$ cat config.mk
export PLATFORM = sky130hd
export DESIGN_NAME = adc_seq_ctrl
export DESIGN_NICKNAME = d
export VERILOG_FILES = /design/src/rtl/adc_seq_pkg.sv /design/src/rtl/adc_cfg_regs.sv /design/src/rtl/adc_seq_engine.sv /design/src/rtl/adc_result_unit.sv /design/src/rtl/adc_seq_ctrl.sv
export SDC_FILE = /design/constraint.sdc
export NUM_CORES = 1
export LEC_CHECK = 0
export CAP_MARGIN = 5
export CORE_ASPECT_RATIO = 0.8
export CORE_UTILIZATION = 25
export CTS_CLUSTER_SIZE = 14
export DETAILED_ROUTE_END_ITERATION = 12
export DONT_BUFFER_PORTS = 1
export SYNTH_ARGS = -nofsm -noshare
export SYNTH_HDL_FRONTEND = slang
export SYNTH_SLANG_ARGS = --single-unit
$ cat constraint.sdc
create_clock -name clk -period 2.2 [get_ports clk]
set_clock_uncertainty 0.05 [all_clocks]
set_input_delay 0.11 -clock clk [delete_from_list [all_inputs] [get_ports clk]]
set_output_delay 0.11 -clock clk [all_outputs]
set_load 0.05 [all_outputs]
$ cat src/rtl/adc_seq_pkg.sv
// Package: shared constants, register indices and the control word layout.
// Assumes a 32-bit register port and a converter clock equal to clk.
package adc_seq_pkg;

    typedef enum logic [2:0] {
        REG_CTRL = 3'd0,
        REG_SEQ  = 3'd1,
        REG_HTR  = 3'd2,
        REG_LTR  = 3'd3,
        REG_DATA = 3'd4,
        REG_STAT = 3'd5
    } reg_idx_e;

    // Writable bits of the control word; all others are reserved.
    localparam logic [31:0] CTRL_WMASK = 32'h07C0_FFFF;

    typedef struct packed {
        logic [4:0] rsv_hi;
        logic       ovr_ie;
        logic [1:0] res;
        logic       wdg_en;
        logic       wdg_inj_en;
        logic [5:0] rsv_lo;
        logic [2:0] grp_num;
        logic       inj_grp_en;
        logic       grp_en;
        logic       inj_auto;
        logic       wdg_single;
        logic       scan;
        logic       inj_eoc_ie;
        logic       wdg_ie;
        logic       eoc_ie;
        logic [4:0] wdg_ch;
    } ctrl_t;

    // Conversion length in cycles for a resolution code.
    function automatic logic [3:0] conv_cycles(input logic [1:0] res);
        return 4'd15 - {1'b0, res, 1'b0};
    endfunction

endpackage

$ cat src/rtl/adc_cfg_regs.sv
// Module: configuration storage (control, sequence list, thresholds).
// Assumes single-cycle writes; reserved bits never store a value.
module adc_cfg_regs #(
    parameter int SEQ_DEPTH = 4,
    parameter int CH_W      = 5,
    parameter int DATA_W    = 12,
    parameter int ADDR_W    = 3,
    parameter int LEN_W     = (SEQ_DEPTH > 1) ? $clog2(SEQ_DEPTH) : 1
) (
    input  logic                            clk,
    input  logic                            rst_n,
    input  logic                            wr_en,
    input  logic [ADDR_W-1:0]               addr,
    input  logic [31:0]                     wdata,
    output logic [31:0]                     ctrl_q,
    output logic [31:0]                     seq_q,
    output logic [DATA_W-1:0]               htr_q,
    output logic [DATA_W-1:0]               ltr_q,
    output logic [SEQ_DEPTH-1:0][CH_W-1:0]  slots,
    output logic [LEN_W-1:0]                len_m1,
    output logic                            seq_wr
);
    import adc_seq_pkg::*;

    localparam int          LEN_POS  = 24;
    localparam logic [31:0] SEQ_MASK = ((32'd1 << (SEQ_DEPTH*CH_W)) - 32'd1)
                                     | (((32'd1 << LEN_W) - 32'd1) << LEN_POS);

    assign seq_wr = wr_en && (addr == ADDR_W'(REG_SEQ));

    // Register writes with reserved-bit masking.
    always_ff @(posedge clk) begin
        if (!rst_n) begin
            ctrl_q <= '0;
            seq_q  <= '0;
            htr_q  <= '1;
            ltr_q  <= '0;
        end else if (wr_en) begin
            case (addr)
                ADDR_W'(REG_CTRL): ctrl_q <= wdata & CTRL_WMASK;
                ADDR_W'(REG_SEQ):  seq_q  <= wdata & SEQ_MASK;
                ADDR_W'(REG_HTR):  htr_q  <= wdata[DATA_W-1:0];
                ADDR_W'(REG_LTR):  ltr_q  <= wdata[DATA_W-1:0];
                default: ;
            endcase
        end
    end

    // Unpack the channel slots from the sequence word.
    for (genvar k = 0; k < SEQ_DEPTH; k++) begin : g_slot
        assign slots[k] = seq_q[k*CH_W +: CH_W];
    end
    assign len_m1 = seq_q[LEN_POS +: LEN_W];

endmodule

$ cat src/rtl/adc_seq_engine.sv
// Module: trigger handling, slot pointer and per-conversion timer.
// Assumes the converter holds its result valid on the capture cycle.
module adc_seq_engine #(
    parameter int SEQ_DEPTH = 4,
    parameter int CH_W      = 5,
    parameter int LEN_W     = (SEQ_DEPTH > 1) ? $clog2(SEQ_DEPTH) : 1
) (
    input  logic                            clk,
    input  logic                            rst_n,
    input  logic                            trig,
    input  logic [1:0]                      res,
    input  logic                            scan,
    input  logic                            grp_en,
    input  logic [2:0]                      grp_num,
    input  logic [LEN_W-1:0]                len_m1,
    input  logic [SEQ_DEPTH-1:0][CH_W-1:0]  slots,
    input  logic                            ptr_clr,
    output logic                            conv_start,
    output logic [CH_W-1:0]                 conv_ch,
    output logic                            cap_valid
);
    import adc_seq_pkg::*;

    localparam int REM_W = (LEN_W > 3) ? LEN_W : 3;

    logic             busy_q, start_q;
    logic [3:0]       cnt_q;
    logic [REM_W-1:0] rem_q;
    logic [LEN_W-1:0] ptr_q, start_idx;
    logic [CH_W-1:0]  ch_q;

    function automatic logic [LEN_W-1:0] nxt(input logic [LEN_W-1:0] i,
                                             input logic [LEN_W-1:0] last);
        return (i == last) ? '0 : i + 1'b1;
    endfunction

    assign start_idx  = grp_en ? ptr_q : '0;
    assign cap_valid  = busy_q && (cnt_q == '0);
    assign conv_start = start_q;
    assign conv_ch    = ch_q;

    // Run control: launch on trigger, count down, chain or finish on capture.
    always_ff @(posedge clk) begin
        if (!rst_n) begin
            busy_q  <= 1'b0;
            start_q <= 1'b0;
            cnt_q   <= '0;
            rem_q   <= '0;
            ptr_q   <= '0;
            ch_q    <= '0;
        end else begin
            start_q <= 1'b0;
            if (!busy_q) begin
                if (trig) begin
                    ch_q    <= slots[start_idx];
                    ptr_q   <= nxt(start_idx, len_m1);
                    rem_q   <= grp_en ? REM_W'(grp_num) : (scan ? REM_W'(len_m1) : '0);
                    cnt_q   <= conv_cycles(res) - 4'd1;
                    start_q <= 1'b1;
                    busy_q  <= 1'b1;
                end
            end else if (cnt_q == '0) begin
                if (rem_q == '0) begin
                    busy_q <= 1'b0;
                    if (!grp_en) ptr_q <= '0;
                end else begin
                    rem_q   <= rem_q - 1'b1;
                    ch_q    <= slots[ptr_q];
                    ptr_q   <= nxt(ptr_q, len_m1);
                    cnt_q   <= conv_cycles(res) - 4'd1;
                    start_q <= 1'b1;
                end
            end else begin
                cnt_q <= cnt_q - 1'b1;
            end
            if (ptr_clr) ptr_q <= '0;
        end
    end

    assert_start_spaced_R2: assert property (@(posedge clk) disable iff (!rst_n)
        conv_start |=> !conv_start);
    assert_ptr_in_list_R5: assert property (@(posedge clk) disable iff (!rst_n)
        ptr_q <= len_m1);
    assert_chain_or_stop_R4: assert property (@(posedge clk) disable iff (!rst_n)
        cap_valid |=> (!busy_q || conv_start));

endmodule

$ cat src/rtl/adc_result_unit.sv
// Module: result capture, alignment mask, window compare and status flags.
// Assumes samples arrive right-aligned from the converter.
module adc_result_unit #(
    parameter int DATA_W = 12,
    parameter int CH_W   = 5
) (
    input  logic              clk,
    input  logic              rst_n,
    input  logic              cap_valid,
    input  logic [CH_W-1:0]   cap_ch,
    input  logic [DATA_W-1:0] sample,
    input  logic [1:0]        res,
    input  logic              wdg_en,
    input  logic              wdg_single,
    input  logic [CH_W-1:0]   wdg_ch,
    input  logic [DATA_W-1:0] htr,
    input  logic [DATA_W-1:0] ltr,
    input  logic              data_rd,
    input  logic              ovr_clr,
    input  logic              wdg_clr,
    output logic [DATA_W-1:0] data_q,
    output logic              eoc_q,
    output logic              ovr_q,
    output logic              wdg_q
);
    logic [DATA_W-1:0] res_mask, masked;
    logic              wdg_hit;

    assign res_mask = {DATA_W{1'b1}} >> {res, 1'b0};
    assign masked   = sample & res_mask;
    assign wdg_hit  = wdg_en && (!wdg_single || (cap_ch == wdg_ch))
                   && ((masked > htr) || (masked < ltr));

    // Data register and flags; a capture takes priority over any clear.
    always_ff @(posedge clk) begin
        if (!rst_n) begin
            data_q <= '0;
            eoc_q  <= 1'b0;
            ovr_q  <= 1'b0;
            wdg_q  <= 1'b0;
        end else begin
            if (cap_valid) data_q <= masked;
            eoc_q <= cap_valid ? 1'b1 : (data_rd ? 1'b0 : eoc_q);
            if (cap_valid && eoc_q && !data_rd) ovr_q <= 1'b1;
            else if (ovr_clr)                   ovr_q <= 1'b0;
            if (cap_valid && wdg_hit)           wdg_q <= 1'b1;
            else if (wdg_clr)                   wdg_q <= 1'b0;
        end
    end

    assert_eoc_after_capture_R8: assert property (@(posedge clk) disable iff (!rst_n)
        cap_valid |=> eoc_q);
    assert_ovr_needs_eoc_R8: assert property (@(posedge clk) disable iff (!rst_n)
        $rose(ovr_q) |-> $past(eoc_q));
    assert_upper_bits_zero_R7: assert property (@(posedge clk) disable iff (!rst_n)
        cap_valid |=> ((data_q & ~$past(res_mask)) == '0));

endmodule

$ cat src/rtl/adc_seq_ctrl.sv
// Module: top of the conversion sequencer; register read mux and interrupt.
// Assumes reads are combinational on reg_addr; reg_rd_en only marks side effects.
module adc_seq_ctrl #(
    parameter int SEQ_DEPTH = 4,
    parameter int CH_W      = 5,
    parameter int DATA_W    = 12,
    parameter int ADDR_W    = 3
) (
    input  logic              clk,
    input  logic              rst_n,
    input  logic              reg_wr_en,
    input  logic              reg_rd_en,
    input  logic [ADDR_W-1:0] reg_addr,
    input  logic [31:0]       reg_wdata,
    output logic [31:0]       reg_rdata,
    input  logic              ext_trig,
    output logic              conv_start,
    output logic [CH_W-1:0]   conv_ch,
    input  logic [DATA_W-1:0] conv_sample,
    output logic              irq
);
    import adc_seq_pkg::*;

    localparam int LEN_W = (SEQ_DEPTH > 1) ? $clog2(SEQ_DEPTH) : 1;

    logic [31:0]                    ctrl_q, seq_q;
    ctrl_t                          cfg;
    logic [DATA_W-1:0]              htr_q, ltr_q, data_q;
    logic [SEQ_DEPTH-1:0][CH_W-1:0] slots;
    logic [LEN_W-1:0]               len_m1;
    logic                           seq_wr, cap_valid, eoc, ovr, wdg;
    logic                           data_rd, stat_wr;
    logic                           unused_ctrl;

    assign cfg         = ctrl_t'(ctrl_q);
    assign data_rd     = reg_rd_en && (reg_addr == ADDR_W'(REG_DATA));
    assign stat_wr     = reg_wr_en && (reg_addr == ADDR_W'(REG_STAT));
    assign unused_ctrl = ^{cfg.rsv_hi, cfg.rsv_lo, cfg.wdg_inj_en, cfg.inj_grp_en,
                           cfg.inj_auto, cfg.inj_eoc_ie};

    adc_cfg_regs #(.SEQ_DEPTH(SEQ_DEPTH), .CH_W(CH_W), .DATA_W(DATA_W),
                   .ADDR_W(ADDR_W), .LEN_W(LEN_W)) regs_i (
        .clk(clk), .rst_n(rst_n), .wr_en(reg_wr_en), .addr(reg_addr),
        .wdata(reg_wdata), .ctrl_q(ctrl_q), .seq_q(seq_q), .htr_q(htr_q),
        .ltr_q(ltr_q), .slots(slots), .len_m1(len_m1), .seq_wr(seq_wr)
    );

    adc_seq_engine #(.SEQ_DEPTH(SEQ_DEPTH), .CH_W(CH_W), .LEN_W(LEN_W)) eng_i (
        .clk(clk), .rst_n(rst_n), .trig(ext_trig), .res(cfg.res),
        .scan(cfg.scan), .grp_en(cfg.grp_en), .grp_num(cfg.grp_num),
        .len_m1(len_m1), .slots(slots), .ptr_clr(seq_wr),
        .conv_start(conv_start), .conv_ch(conv_ch), .cap_valid(cap_valid)
    );

    adc_result_unit #(.DATA_W(DATA_W), .CH_W(CH_W)) res_i (
        .clk(clk), .rst_n(rst_n), .cap_valid(cap_valid), .cap_ch(conv_ch),
        .sample(conv_sample), .res(cfg.res), .wdg_en(cfg.wdg_en),
        .wdg_single(cfg.wdg_single), .wdg_ch(cfg.wdg_ch), .htr(htr_q),
        .ltr(ltr_q), .data_rd(data_rd), .ovr_clr(stat_wr && reg_wdata[1]),
        .wdg_clr(stat_wr && reg_wdata[2]), .data_q(data_q), .eoc_q(eoc),
        .ovr_q(ovr), .wdg_q(wdg)
    );

    // Read mux for the addressed register word.
    always_comb begin
        case (reg_addr)
            ADDR_W'(REG_CTRL): reg_rdata = ctrl_q;
            ADDR_W'(REG_SEQ):  reg_rdata = seq_q;
            ADDR_W'(REG_HTR):  reg_rdata = 32'(htr_q);
            ADDR_W'(REG_LTR):  reg_rdata = 32'(ltr_q);
            ADDR_W'(REG_DATA): reg_rdata = 32'(data_q);
            ADDR_W'(REG_STAT): reg_rdata = {29'd0, wdg, ovr, eoc};
            default:           reg_rdata = '0;
        endcase
    end

    // Interrupt combine: each flag gated by its own enable.
    always_comb begin
        irq = (eoc && cfg.eoc_ie) || (ovr && cfg.ovr_ie) || (wdg && cfg.wdg_ie);
    end

    assert_irq_has_source_R9: assert property (@(posedge clk) disable iff (!rst_n)
        irq |-> (eoc || ovr || wdg));

endmodule

# --- Yosys cells after proc, flatten, opt, wreduce, memory -nomap -nowiden ---
# Index checks and enable logic that the tools add are counted.
totals:
  out_inout_bits: 39
  inputBits: 52
  wordCells: 111
  register_bits: 98
classes:
  n_mux: 38
  reduce_logical: 35
  n_eq_ne: 11
  n_lt_le_gt_ge: 4
  shift: 1
  addsub: 6
  bitwise: 2
ops:
  columns: ["cell", "n"]
  rows:
  - ["$pmux W27 S6", 1]
  - ["$mux W5", 6]
  - ["$bmux W5 S2", 2]
  - ["$mux W2", 8]
  - ["$mux W4", 4]
  - ["$mux W3", 5]
  - ["$logic_and A1 B1 Y1", 14]
  - ["$and A12 B12 Y12", 1]
  - ["$gt A12 B12 Y1", 1]
  - ["$lt A12 B12 Y1", 1]
  - ["$mux W1", 12]
  - ["$reduce_and A2 Y1", 6]
  - ["$shr A12 B3 Y12 const A", 1]
  - ["$reduce_bool A2 Y1", 4]
  - ["$sub A4 B1 Y4 const B", 2]
  - ["$eq A3 B2 Y1 const B", 2]
  - ["$eq A3 B3 Y1 const B", 2]
  - ["$logic_not A3 Y1", 2]
  - ["$lt A2 B3 Y1 const B", 2]
  - ["$eq A5 B5 Y1", 1]
  - ["$add A2 B1 Y2 const B", 2]
  - ["$eq A2 B2 Y1", 2]
  - ["$logic_not A4 Y1", 1]
  - ["$logic_or A1 B1 Y1", 4]
  - ["9 further kinds", 11]

# --- Depth between registers and ports, before layout ---
depth:
  ltp_word: 7
  ltp_mapped: 9
  depth_no_buf: 8

# --- Hierarchy ---
# A second synthesis with hierarchy kept.
hier_totals:
  hier_cells: 703
  area_unflattened_um2: 6157.2
by_module_without_submodules:
  columns: ["module", "cells_each", "area_each_um2", "seq_area_each_um2", "n_inst"]
  rows:
  - ["adc_cfg_regs", 306, 2955.3, 1341.3, 1]
  - ["adc_result_unit", 145, 1236.2, 300.3, 1]
  - ["adc_seq_engine", 146, 1133.6, 320.3, 1]
  - ["adc_seq_ctrl", 106, 832.0, 0.0, 1]

# --- Least setup slack after synthesis ---
# Ideal clock, no wire load.
synth_timing:
  kind: "input -> output"
  startpoint: "in reg_addr[0]"
  endpoint: "out reg_rdata[2]"
  t_arrival_ns: 2.025
  path_slack_ns: 0.015
  path_buffers: 3
  stages: 5
  required_time_ns: 2.040
  path_cell_list: "buf_2 buf_2 clkbuf_1 a31oi_1 o21ai_0"
synth_via:
  elab_chain_cells: 2
  elab_cells_between_ends: 7
  cone_classes: "eq/ne: 5; mux: 1; reduce/logical: 1"
synth_rtl:
  columns: ["item", "line_no", "rtl"]
  rows:
  - ["start, declared", "adc_seq_ctrl.sv:13", "input logic [ADDR_W-1:0] reg_addr,"]
  - ["$eq A3 B3 Y1, or another cell as far along", "adc_seq_ctrl.sv:66", "case (reg_addr)"]
  - ["$pmux W27 S6 (*)", "adc_seq_ctrl.sv:66", null]
  - ["end, declared", "adc_seq_ctrl.sv:15", "output logic [31:0] reg_rdata,"]
# Every way passes the cells marked *; elsewhere a longest branch is shown, timed or not.

# --- Worst setup path after layout ---
layout_timing:
  startpoint: "reg regs_i.ctrl_q[25]"
  endpoint: "reg res_i.wdg_q"
layout_via:
  elab_chain_cells: 7
  elab_cells_between_ends: 9
  cone_classes: "order compare: 2; shift: 1; mux: 1; bitwise: 1; reduce/logical: 4"
layout_rtl:
  columns: ["item", "line_no", "rtl"]
  rows:
  - ["start, declared", "adc_cfg_regs.sv:15", "output logic [31:0] ctrl_q,"]
  - ["start signal, assigned", "adc_cfg_regs.sv:40", "ADDR_W'(REG_CTRL): ctrl_q <= wdata & CTRL_WMASK;"]
  - ["$shr A12 B3 Y12 (*)", "adc_result_unit.sv:29", "assign res_mask = {DATA_W{1'b1}} >> {res, 1'b0};"]
  - ["$and A12 B12 Y12 (*)", "adc_result_unit.sv:30", "assign masked = sample & res_mask;"]
  - ["via res_i.masked[9]", "adc_result_unit.sv:26", "logic [DATA_W-1:0] res_mask, masked;"]
  - ["$gt A12 B12 Y1 or $lt A12 B12 Y1 (tied branches)", "adc_result_unit.sv:32", "&& ((masked > htr) || (masked < ltr));"]
  - ["$logic_or A1 B1 Y1 (*)", "adc_result_unit.sv:32", null]
  - ["$logic_and A1 B1 Y1 (*)", "adc_result_unit.sv:32", null]
  - ["$logic_and A1 B1 Y1 (*)", "adc_result_unit.sv:46", "if (cap_valid && wdg_hit) wdg_q <= 1'b1;"]
  - ["$mux W1 or $reduce_bool A2 Y1 (tied branches)", null, null]
  - ["end signal, assigned", "adc_result_unit.sv:40", "wdg_q <= 1'b0;"]
  - ["end signal, assigned", "adc_result_unit.sv:46", null]
  - ["end signal, assigned", "adc_result_unit.sv:47", "else if (wdg_clr) wdg_q <= 1'b0;"]
  - ["end, declared", "adc_result_unit.sv:24", "output logic wdg_q"]
# The timed path passes the listed nets; every way through them passes the cells marked *.
# A chain may end at the register's enable or synchronous reset.

==> metrics.md <==
| Metric | Value |
|---|---|
| Status | `finished with violations` |
| Violated checks | `design-rule violations` |
| H-tree levels | `3` |
| Vias in the first global route | `4736` |
| Wire per inst | `17.5 um` |
| Layout cells sized above 1 | `13.0%` |
| First-pass GRT wire length | `27.5 mm` |
| Io pins | `91` |
| Tmin final | `2.02 ns` |
| Largest net degree at the start of global routing | `63` |
| Critical Path RT | `2.39 ns` |
| Maxcap violations | `0` |
| First-pass DRT Iterations | `9` |
| R2r setup slk | `0.18 ns` |
| Seq/Total Area, Yosys | `36.4%` |
| Max FO, Critical Path | `5` |
| Vias per inst | `4.91` |
| Logic pwr share | `19.1%` |
| Post-synth EDFFs | `0` |
| Clk buf depth | `2` |
| Core area | `20900 um^2` |
| Clock transition at path regs | `0.07 ns` |
| Die height | `133 um` |
| Die ar. | `22100 um^2` |
| Worst-Margin Slew | `0.854 ns` |
| Area Growth Syn to Fin | `24.4%` |
| Num CTS Buffers | `9` |
| Initial antenna violation count | `0` |
| Setup crit start kind | `flop` |
| Static Leak | `2.54 nW` |
| Final period util | `91.9%` |
| Critical Path End Type | `flop` |
| Max Clk Rate | `0.495 GHz` |
| Setup TNS | `0 ns` |
| RSZ-0062 raised after global routing | `false` |
| Internal cell power | `3.47 mW` |
| Clk pwr share | `40.5%` |
| Commonest non-fill, non-tap cell in the layout | `nand2_1` |
| Synth warn | `0` |
| Final ANT Viol Nets | `0` |
| Dpl ws | `0.107 ns` |
| Clock sinks | `98` |
| CTS tree | `built` |
| # rows | `47` |
| Total Routing Usage GR | `16.2%` |
| Switch Pwr | `1.38 mW` |
| Crit path DAT | `2.21 ns` |
| Ys flop type | `dfxtp_1` |
| DRT iter0 DRCs | `441` |
| Max_slew headroom | `42.9%` |
| I/O Buffers | `0` |
| PD cells | `725 nW/um^2` |
| Async set-reset flop share out of synthesis | `0%` |
| Most frequent cells in the layout | `171 x nand2_1, 98 x dfxtp_1, 82 x a21oi_1, 52 x buf_4, 40 x dlygate4sd3_1` |
| Synth area leader | `dfxtp_1` |
| Seq cells post-synth | `98` |
| Post-Synthesis Cells | `681` |
| Peak VDD IR | `0.000359 V` |
| Top cells by area, synth | `dfxtp_1 36%, nand2_1 12%, a21oi_1 7.6%` |
| Post-synthesis cell area | `5380 um^2` |
| Crit Path Category | `flop to flop` |
| Hold Path Class | `primary input to flop` |
| CTS Root Cell | `clkbuf_16` |
| Number of library cell types mapped by synthesis | `54` |
| Routed vias | `4975` |
| Worst setup margin | `0.178 ns` |
| Skew-Pair Late Insertion Delay | `0.35 ns` |
| Final Hold Viols | `0` |
| Routability congestion estimate | `0.838` |
| Number of setup violations in the final report | `0` |
| Congestion Overflow GR | `0` |
| Slew Limit Fails | `0` |
| DRC viols | `4` |
| Synth top area share | `36.4%` |
| Initial core utilization | `25.8%` |
| Avg Cell Area, Syn | `7.90 um^2` |
| Sequential Power Share | `40.4%` |
| Post-CTS Setup Inserts | `0` |
| ANT cells | `0` |
| Final layout net count | `813` |
| Hpwl dp | `13.1 mm` |
| Total wire length | `17.8 mm` |
| Switching share of power | `28.5%` |
| Die width | `166 um` |
==> metrics by stage <==
step | total power [mW] | instance area (um^2) | utilization (%) | hold slack (ns) | instances
finish | 4.85 | 6690 | 32.1 | 0.0133 | 1013
global route | 5.05 | 6690 | 32.1 | 0.0135 | 1013
CTS | 4.88 | 6690 | 32.0 | 0.000830 | 1013
detailed placement | 2.84 | 5920 | 28.4 | 0.145 | 957
global placement | 2.83 | 5920 | 28.4 | 0.141 | 957
floorplan | 2.64 | 5410 | - | 0.149 | 687
==> routing by layer <==
metal,vias up,track usage [%],wire [um],part of all wire [%]
li1,2432,-,-,-
met1,2353,22.9,8490,48
met2,170,24.1,7640,43
met3,20,4.28,1370,7.7
met4,0,4.47,257,1.4
met5,-,0,0,0
==> critical path, cell delays in order, from the launching register on <==
cell,delay [ns]
dfxtp_1,0.35
nor2b_2,0.18
ha_1,0.26
a21o_1,0.16
maj3_1,0.36
a211o_1,0.33
o21ai_1,0.13
a31oi_1,0.08
==> power groups by stage <==
stage                     clock, mW  combinational (mW)  sequential, mW
after global routing           2.06                1.01            1.97
after detailed placement          0               0.838            2.00
after floorplan                   0               0.606            2.03
after global placement            0               0.832            2.00
final                          1.96               0.926            1.96
after CTS                      1.99               0.923            1.96
==> flip-flops by register name (all words and copies together), names as in the netlist <==
name / count
regs_i.seq_q: 22
regs_i.ctrl_q: 21
regs_i.htr_q: 12
regs_i.ltr_q: 12
res_i.data_q: 12
eng_i.conv_ch: 5
eng_i.cnt_q: 4
eng_i.rem_q: 3
eng_i.ptr_q: 2
eng_i.busy_q: 1
eng_i.conv_start: 1
res_i.eoc_q: 1
res_i.ovr_q: 1
res_i.wdg_q: 1
==> final timing paths <==
path | cells past startpoint | start | endpoint
max reg2reg | 7 | regs_i.ctrl_q[25] | res_i.wdg_q
min | 2 | rst_n | eng_i.cnt_q[0]
min reg2reg | 2 | regs_i.ctrl_q[22] | regs_i.ctrl_q[22]
max | 7 | regs_i.ctrl_q[25] | res_i.wdg_q
==> cell families (layout without fill, tap and decap cells) <==
kind of cell             count (synthesis)  in the layout  synth area share, %
AND/OR/NAND/NOR                        261            261                 20.7
AO/OA/AOI/OAI                          158            158                 17.8
flip-flops                              98             98                 36.4
buffers and inverters                   90            147                 7.30
multiplexers                            38             38                 10.4
adder cells (fa/ha/maj)                 24             24                 5.49
XOR/XNOR                                11             11                 1.79
other                                    1              7               0.0697
==> area by class of cell <==
type / instances / area (um^2)
Clock inverter: 6 / 138
Clock buffer: 10 / 229
Timing Repair Buffer: 94 / 831
Fill cell: 2190 / 14200
Tap cell: 269 / 337
Sequential cell: 98 / 1960
Multi-Input combinational cell: 499 / 3060
Inverter: 37 / 139
==> synth_stat cells (3+ instances only) <==
cell / count
nand2_1: 171
dfxtp_1: 98
a21oi_1: 82
inv_1: 37
nor2_1: 37
clkbuf_1: 27
ha_1: 22
mux2i_1: 19
o21ai_0: 15
mux4_2: 14
buf_2: 13
and2_1: 11
o211ai_1: 11
nand3_1: 10
o22ai_1: 10
xnor2_1: 10
buf_4: 8
nor2b_1: 8
nand4_1: 7
nor3_1: 6
a211oi_1: 5
a22o_1: 5
a22oi_1: 5
mux2_2: 5
nand2b_1: 4
a221oi_1: 3
a311oi_1: 3
a31oi_1: 3
buf_1: 3
==> what timing repair did <==
item                       in CTS  in global routing
hold buffers                   40                  0
resized for setup               0                  2
hold endpoints to repair       79                  0
setup endpoints to repair       0                  1
(Power assumes the default switching activity.)
